===== src/rtl/burst_seq_pkg.sv =====
package burst_seq_pkg;
  typedef enum logic [2:0] {
    SEQ_INCR   = 3'd0,
    SEQ_WRAP   = 3'd1,
    SEQ_STREAM = 3'd2,
    SEQ_XOR    = 3'd3
  } seq_e;
endpackage


===== src/rtl/burst_req_check.sv =====
module burst_req_check
  import burst_seq_pkg::*;
#(
  parameter int CW = 8
) (
  input  logic [2:0]    seq_i,
  input  logic          precise_i,
  input  logic [CW-1:0] count_i,
  output logic          bad_o
);
  logic pow2;
  logic blocked;

  assign pow2 = (count_i != '0) && ((count_i & (count_i - 1'b1)) == '0);

  always_comb begin
    unique case (seq_i)
      SEQ_INCR, SEQ_STREAM: blocked = precise_i && (count_i == '0);
      SEQ_WRAP, SEQ_XOR:    blocked = !precise_i || !pow2;
      default:              blocked = 1'b1;
    endcase
  end

  assign bad_o = blocked;
endmodule


===== src/rtl/burst_beat_ctrl.sv =====
module burst_beat_ctrl #(
  parameter int CW = 8
) (
  input  logic          clk_i,
  input  logic          rst_ni,
  input  logic          start_i,
  input  logic          bad_i,
  input  logic          precise_i,
  input  logic [CW-1:0] count_i,
  input  logic          ready_i,
  input  logic          last_i,
  output logic          load_o,
  output logic          busy_o,
  output logic [CW-1:0] idx_o,
  output logic [CW-1:0] cnt_o,
  output logic          last_o,
  output logic          err_o
);
  logic          busy_q, precise_q, err_q;
  logic [CW-1:0] idx_q, cnt_q;
  logic          accept;

  assign accept = start_i & ~busy_q;
  assign load_o = accept & ~bad_i;
  assign last_o = busy_q & (precise_q ? (idx_q == cnt_q - 1'b1) : last_i);

  always_ff @(posedge clk_i or negedge rst_ni) begin
    if (!rst_ni) begin
      busy_q    <= 1'b0;
      precise_q <= 1'b0;
      err_q     <= 1'b0;
      idx_q     <= '0;
      cnt_q     <= '0;
    end else begin
      err_q <= accept & bad_i;
      if (load_o) begin
        busy_q    <= 1'b1;
        idx_q     <= '0;
        cnt_q     <= count_i;
        precise_q <= precise_i;
      end else if (busy_q && ready_i) begin
        if (last_o) busy_q <= 1'b0;
        else        idx_q  <= idx_q + 1'b1;
      end
    end
  end

  assign busy_o = busy_q;
  assign idx_o  = idx_q;
  assign cnt_o  = cnt_q;
  assign err_o  = err_q;
endmodule


===== src/rtl/burst_addr_calc.sv =====
module burst_addr_calc
  import burst_seq_pkg::*;
#(
  parameter int AW     = 32,
  parameter int CW     = 8,
  parameter int LOG_WB = 2
) (
  input  logic          clk_i,
  input  logic          rst_ni,
  input  logic          load_i,
  input  logic [AW-1:0] base_i,
  input  logic [2:0]    seq_i,
  input  logic [CW-1:0] idx_i,
  input  logic [CW-1:0] cnt_i,
  output logic [AW-1:0] addr_o
);
  logic [AW-1:0] base_q;
  seq_e          seq_q;
  logic [AW-1:0] offset, mask;

  always_ff @(posedge clk_i or negedge rst_ni) begin
    if (!rst_ni) begin
      base_q <= '0;
      seq_q  <= SEQ_INCR;
    end else if (load_i) begin
      base_q <= base_i;
      seq_q  <= seq_e'(seq_i);
    end
  end

  assign offset = AW'(idx_i) << LOG_WB;
  assign mask   = (AW'(cnt_i) << LOG_WB) - 1'b1;

  always_comb begin
    unique case (seq_q)
      SEQ_INCR:   addr_o = base_q + offset;
      SEQ_WRAP:   addr_o = (base_q & ~mask) | ((base_q + offset) & mask);
      SEQ_XOR:    addr_o = base_q ^ offset;
      default:    addr_o = base_q;
    endcase
  end
endmodule


===== src/rtl/burst_addr_gen.sv =====
module burst_addr_gen #(
  parameter int AW         = 32,
  parameter int CW         = 8,
  parameter int WORD_BYTES = 4
) (
  input  logic          clk_i,
  input  logic          rst_ni,
  input  logic          start_i,
  input  logic [AW-1:0] base_addr_i,
  input  logic [2:0]    seq_i,
  input  logic          precise_i,
  input  logic [CW-1:0] count_i,
  input  logic          beat_ready_i,
  input  logic          beat_last_i,
  output logic          beat_valid_o,
  output logic [AW-1:0] addr_o,
  output logic          last_o,
  output logic          busy_o,
  output logic          err_o
);
  localparam int LOG_WB = $clog2(WORD_BYTES);

  logic          bad, load;
  logic [CW-1:0] idx, cnt;

  burst_req_check #(.CW(CW)) u_check (
    .seq_i     (seq_i),
    .precise_i (precise_i),
    .count_i   (count_i),
    .bad_o     (bad)
  );

  burst_beat_ctrl #(.CW(CW)) u_ctrl (
    .clk_i     (clk_i),
    .rst_ni    (rst_ni),
    .start_i   (start_i),
    .bad_i     (bad),
    .precise_i (precise_i),
    .count_i   (count_i),
    .ready_i   (beat_ready_i),
    .last_i    (beat_last_i),
    .load_o    (load),
    .busy_o    (busy_o),
    .idx_o     (idx),
    .cnt_o     (cnt),
    .last_o    (last_o),
    .err_o     (err_o)
  );

  burst_addr_calc #(.AW(AW), .CW(CW), .LOG_WB(LOG_WB)) u_addr (
    .clk_i  (clk_i),
    .rst_ni (rst_ni),
    .load_i (load),
    .base_i (base_addr_i),
    .seq_i  (seq_i),
    .idx_i  (idx),
    .cnt_i  (cnt),
    .addr_o (addr_o)
  );

  assign beat_valid_o = busy_o;
endmodule


===== config.mk =====
export PLATFORM = sky130hd
export DESIGN_NAME = burst_addr_gen
export DESIGN_NICKNAME = d
export VERILOG_FILES = /design/src/rtl/burst_seq_pkg.sv /design/src/rtl/burst_req_check.sv /design/src/rtl/burst_beat_ctrl.sv /design/src/rtl/burst_addr_calc.sv /design/src/rtl/burst_addr_gen.sv
export SDC_FILE = /design/constraint.sdc
export NUM_CORES = 1
export LEC_CHECK = 0
export ABC_AREA = 1
export BUFFER_PORTS_ARGS = -buffer_cell sky130_fd_sc_hd__buf_2
export CAP_MARGIN = 0
export CORE_MARGIN = 3
export CORE_UTILIZATION = 52
export DETAILED_ROUTE_END_ITERATION = 8
export PLACE_DENSITY_LB_ADDON = 0.12
export SYNTH_ARGS = -nofsm -noshare
export SYNTH_HDL_FRONTEND = slang
export SYNTH_SLANG_ARGS = --single-unit

===== constraint.sdc =====
create_clock -name clk_i -period 2.6 [get_ports clk_i]
set_clock_uncertainty 0.15 [all_clocks]
set_input_delay 0.52 -clock clk_i [delete_from_list [all_inputs] [get_ports clk_i]]
set_output_delay 0.52 -clock clk_i [all_outputs]
set_load 0.05 [all_outputs]

==> results.md <==
* GR Util met1 at 0.397
* Pwr dens at between 1000 and 1500 nW/um2
* Area delta synth->final at 46.3%
* Final ANT Viol Nets at 0
* Root Buffer Master: clkbuf_8
* CP startpoint kind: register
* Met3 GRT Util at 0.0471
* Vias in the first global route at 5570
* Synthesized Nets at a little over 800
* Max Slew Vio Count at 0
* Share of layout cells above drive strength 1 at 0.396
* R2r worst-path depth at 15
* Drt first pass iters at 6
* Syn Inst Count at 746
* First-pass GRT wire length at ~27000 um
* Final hold violations at 0
* Leakage at 3.59 nW
* Worst reg2reg path endpoint: u_ctrl.idx_o[5]
* Global Route met2 Usage at 0.583
* Gr usage total at 0.330
* Syn Area/Cell at 6.28 um2
* Critical Path AT at 2.43 ns
* NumNets Final at 971
* Final std cells w/o fill at 1020
* Die Height at 101 um
* Area taken by multi-input logic gates at 3430 um2
* Post-Syn Area at around 4700 um2
* Simple-gate portion of the synthesized area at 0.384
* Count of buffers from port buffering at 84
* Rel. slew slack at 0.544
* Yosys reg bits at between 50 and 60
* Die area at 10200 um2
* Unrepaired setup endpoints after global routing: true
* Crit end category: output pin
* Outcome: finished with violations
* Routed WL at 17500 um
* Fin Setup TNS at -9.99 ns
* Min Tclk post-route at 3.10 ns
* Worst slew pin tran at 0.685 ns
* Setup WS post-layout at -0.504 ns
* Adder-cell share of the synthesized area at 0.0310
* DIE WIDTH at a little over 100 um
* Leading area contributor after synthesis: dfrtp_1
* Fmax at 0.322 GHz
* Final period utilization at 1.19
* R2R setup slack at 0.39 ns
* Mux contribution to synthesized area at 0
* CTS clock-pin slew for the worst setup and hold paths at about 0.11 ns
* Synth unique cells at 34
* GP Congestion at 1.01
* Worst vdd ir at 0.970 mV
* CP required at 1.93 ns
* Ant diodes at 0
* Worst skew pair latency at 0.33 ns
* Combinational family with the most area after synthesis: simple AND/OR/NAND/NOR gates
* Most Crowded Layer GR: met2
* Share of the synthesized area in the top cell type at 0.288
* Vias at 5755
* Post-CTS Hold Fix Bufs at 0
* Max Cap Viol at 0
* Grt ovf at 0
* CTS H-Tree Depth at 2
* Ranking of synthesized cells by area: dfrtp_1 29%, nand2_1 18%, nand3_1 8.9%
* I/O Pins at 85
* CTS Buf Count at 5
* Drt initial violations at ~570
* Synth Area in XOR/XNOR at 0.0206
* Routed vias/inst at 5.64
* Util after Layout at 0.787
* Clock Sinks at 54
* Hold/Removal Path Class: in -> async
* Yosys Warn Count at 0
* TritonCTS clock tree: done
* Design Power at around 9.0 mW
* Final Setup Violations at 29
* Violations in the final reports: setup timing
* Num rows at 34
* Initial antenna violation count at 0
* Crit-path max FO at 4
* Largest net degree at the start of global routing at 62
* Placed Cells at a little under 1000
* Fillers at 670
* Clock buffer depth at 2
* Sequential-to-total area share from yosys stat at 0.288
* Post-synthesis compound-gate area fraction at 0.155
* Post-DP HPWL at 12200 um
* Initial Utilization at 0.537
* Finished Cell Area at 6860 um2
* Placed Area at between 5000 and 6000 um2
* Wire per inst at 17.2 um
* Worst R2R Start: u_ctrl.cnt_o[4]
* Register Area at 1360 um2
* Crit Path Class: reg -> out
* Core ar. at 8720 um2
* DRC violation count after routing at 0
[report_power, final]
part           switching [mW]  internal, mW
Clock                   0.335         0.196
Sequential              0.367          1.16
Combinational            4.39          2.58
[layer usage]
layer | vias to the layer above | wire length [um]
li1 | 2736 | -
met1 | 2696 | 6830
met2 | 272 | 8920
met3 | 51 | 1270
met4 | 0 | 476
met5 | - | 0
[how the worst max path moves through the flow]
stage                           from         end  slack [ns]  cells after the start
floorplan            u_ctrl.idx_o[0]  addr_o[30]       -0.20                     14
global placement     u_ctrl.idx_o[2]  addr_o[31]       -0.14                     14
detailed placement   u_ctrl.idx_o[0]  addr_o[30]       -0.18                     14
CTS                 u_addr.base_q[2]  addr_o[30]       -0.38                     15
global route         u_ctrl.idx_o[0]  addr_o[30]       -0.56                     15
finish               u_ctrl.idx_o[2]  addr_o[15]       -0.50                     13
[final cells by class]
cell class                 count  share of cell area
clock buffer                   5              0.0100
clock inverter                 3             0.00365
inverter                     119              0.0662
multi-input combinational    553               0.500
sequential                    54               0.198
tap                          108              0.0197
timing repair buffer         178               0.202
[critical path: stages (launching register included)]
cell and delay [ns]:
dfrtp_2 0.44, ha_4 0.31, nand3_2 0.07, nand2_2 0.11
buf_6 0.12, nand3_4 0.07, nand2_4 0.11, nand2_4 0.06
nand2_4 0.08, nand2_2 0.08, o21bai_1 0.20, nand2_1 0.13
a21oi_4 0.16, buf_6 0.17
[synthesized netlist by cell type]
master	n
a21oi_1	24
a21oi_2	18
a31oi_1	6
and2_1	1
buf_2	5
buf_4	2
buf_6	4
clkbuf_1	9
dfrtp_1	54
fa_1	1
ha_1	10
inv_1	110
inv_2	9
nand2_1	223
nand2_2	8
nand2_4	2
nand3_1	83
nand3_4	1
nand3b_1	5
nand4_1	14
nor2_1	54
nor2_2	4
nor2_4	3
nor3_1	9
nor3_2	2
o2111ai_1	2
o211ai_1	8
o21a_1	1
o21ai_0	27
o21ai_1	31
o21bai_1	1
o221ai_1	2
o22ai_1	2
xor2_1	11
[kinds of logic (layout without fill, tap and decap cells)]
logic type,Yosys count,after routing
AOI/OAI and AO/OA,122,122
xor gates and xnor gates,11,11
adders and majority gates,11,11
buffers and inverters,139,305
DFF,54,54
and+or+nand+nor,409,409
[sequential cells by signal, indices dropped and copies added (netlist names)]
register and cells:
u_addr.base_q 32, u_addr.seq_q 3, u_ctrl.busy_o 1, u_ctrl.cnt_o 8, u_ctrl.err_o 1, u_ctrl.idx_o 8
u_ctrl.precise_q 1
[through the flow]
stage | setup WS [ns] | hold slack (ns)
floorplan | -0.203 | 0.0744
global placement | -0.145 | 0.319
detailed placement | -0.177 | 0.326
CTS | -0.384 | 0.0735
global route | -0.565 | 0.0992
finish | -0.504 | 0.0617
[what timing repair did]
action,4_1_cts,5_1_grt
pin swaps,40,46
gates resized for setup,135,75
buffers inserted,8,13
setup endpoints to repair,31,31
[cells in the final DEF, fill, tap and decap left out, types with 2 or more instances in the layout]
cell type / n
nand3_4: 4
o2111ai_1: 2
nor3_1: 7
nand2_4: 13
a21oi_4: 3
o21ai_0: 18
nand3_1: 58
nor2_4: 7
o21ai_1: 30
inv_2: 16
buf_6: 34
xor2_1: 10
inv_1: 100
buf_2: 53
buf_12: 2
buf_4: 85
inv_4: 3
o22ai_4: 2
nor2_2: 6
o221ai_2: 2
o211ai_1: 8
nand3_2: 22
nor3_2: 3
a21oi_1: 17
nand2_2: 37
a31oi_2: 2
nand3b_1: 5
a31oi_4: 3
ha_4: 8
o21ai_2: 9
dfrtp_2: 8
nor2_1: 48
dfrtp_1: 46
a21oi_2: 22
nand2_1: 183
clkbuf_8: 5
buf_8: 4
nand4_1: 14
Note: power is estimated with default switching activity, not from simulation.
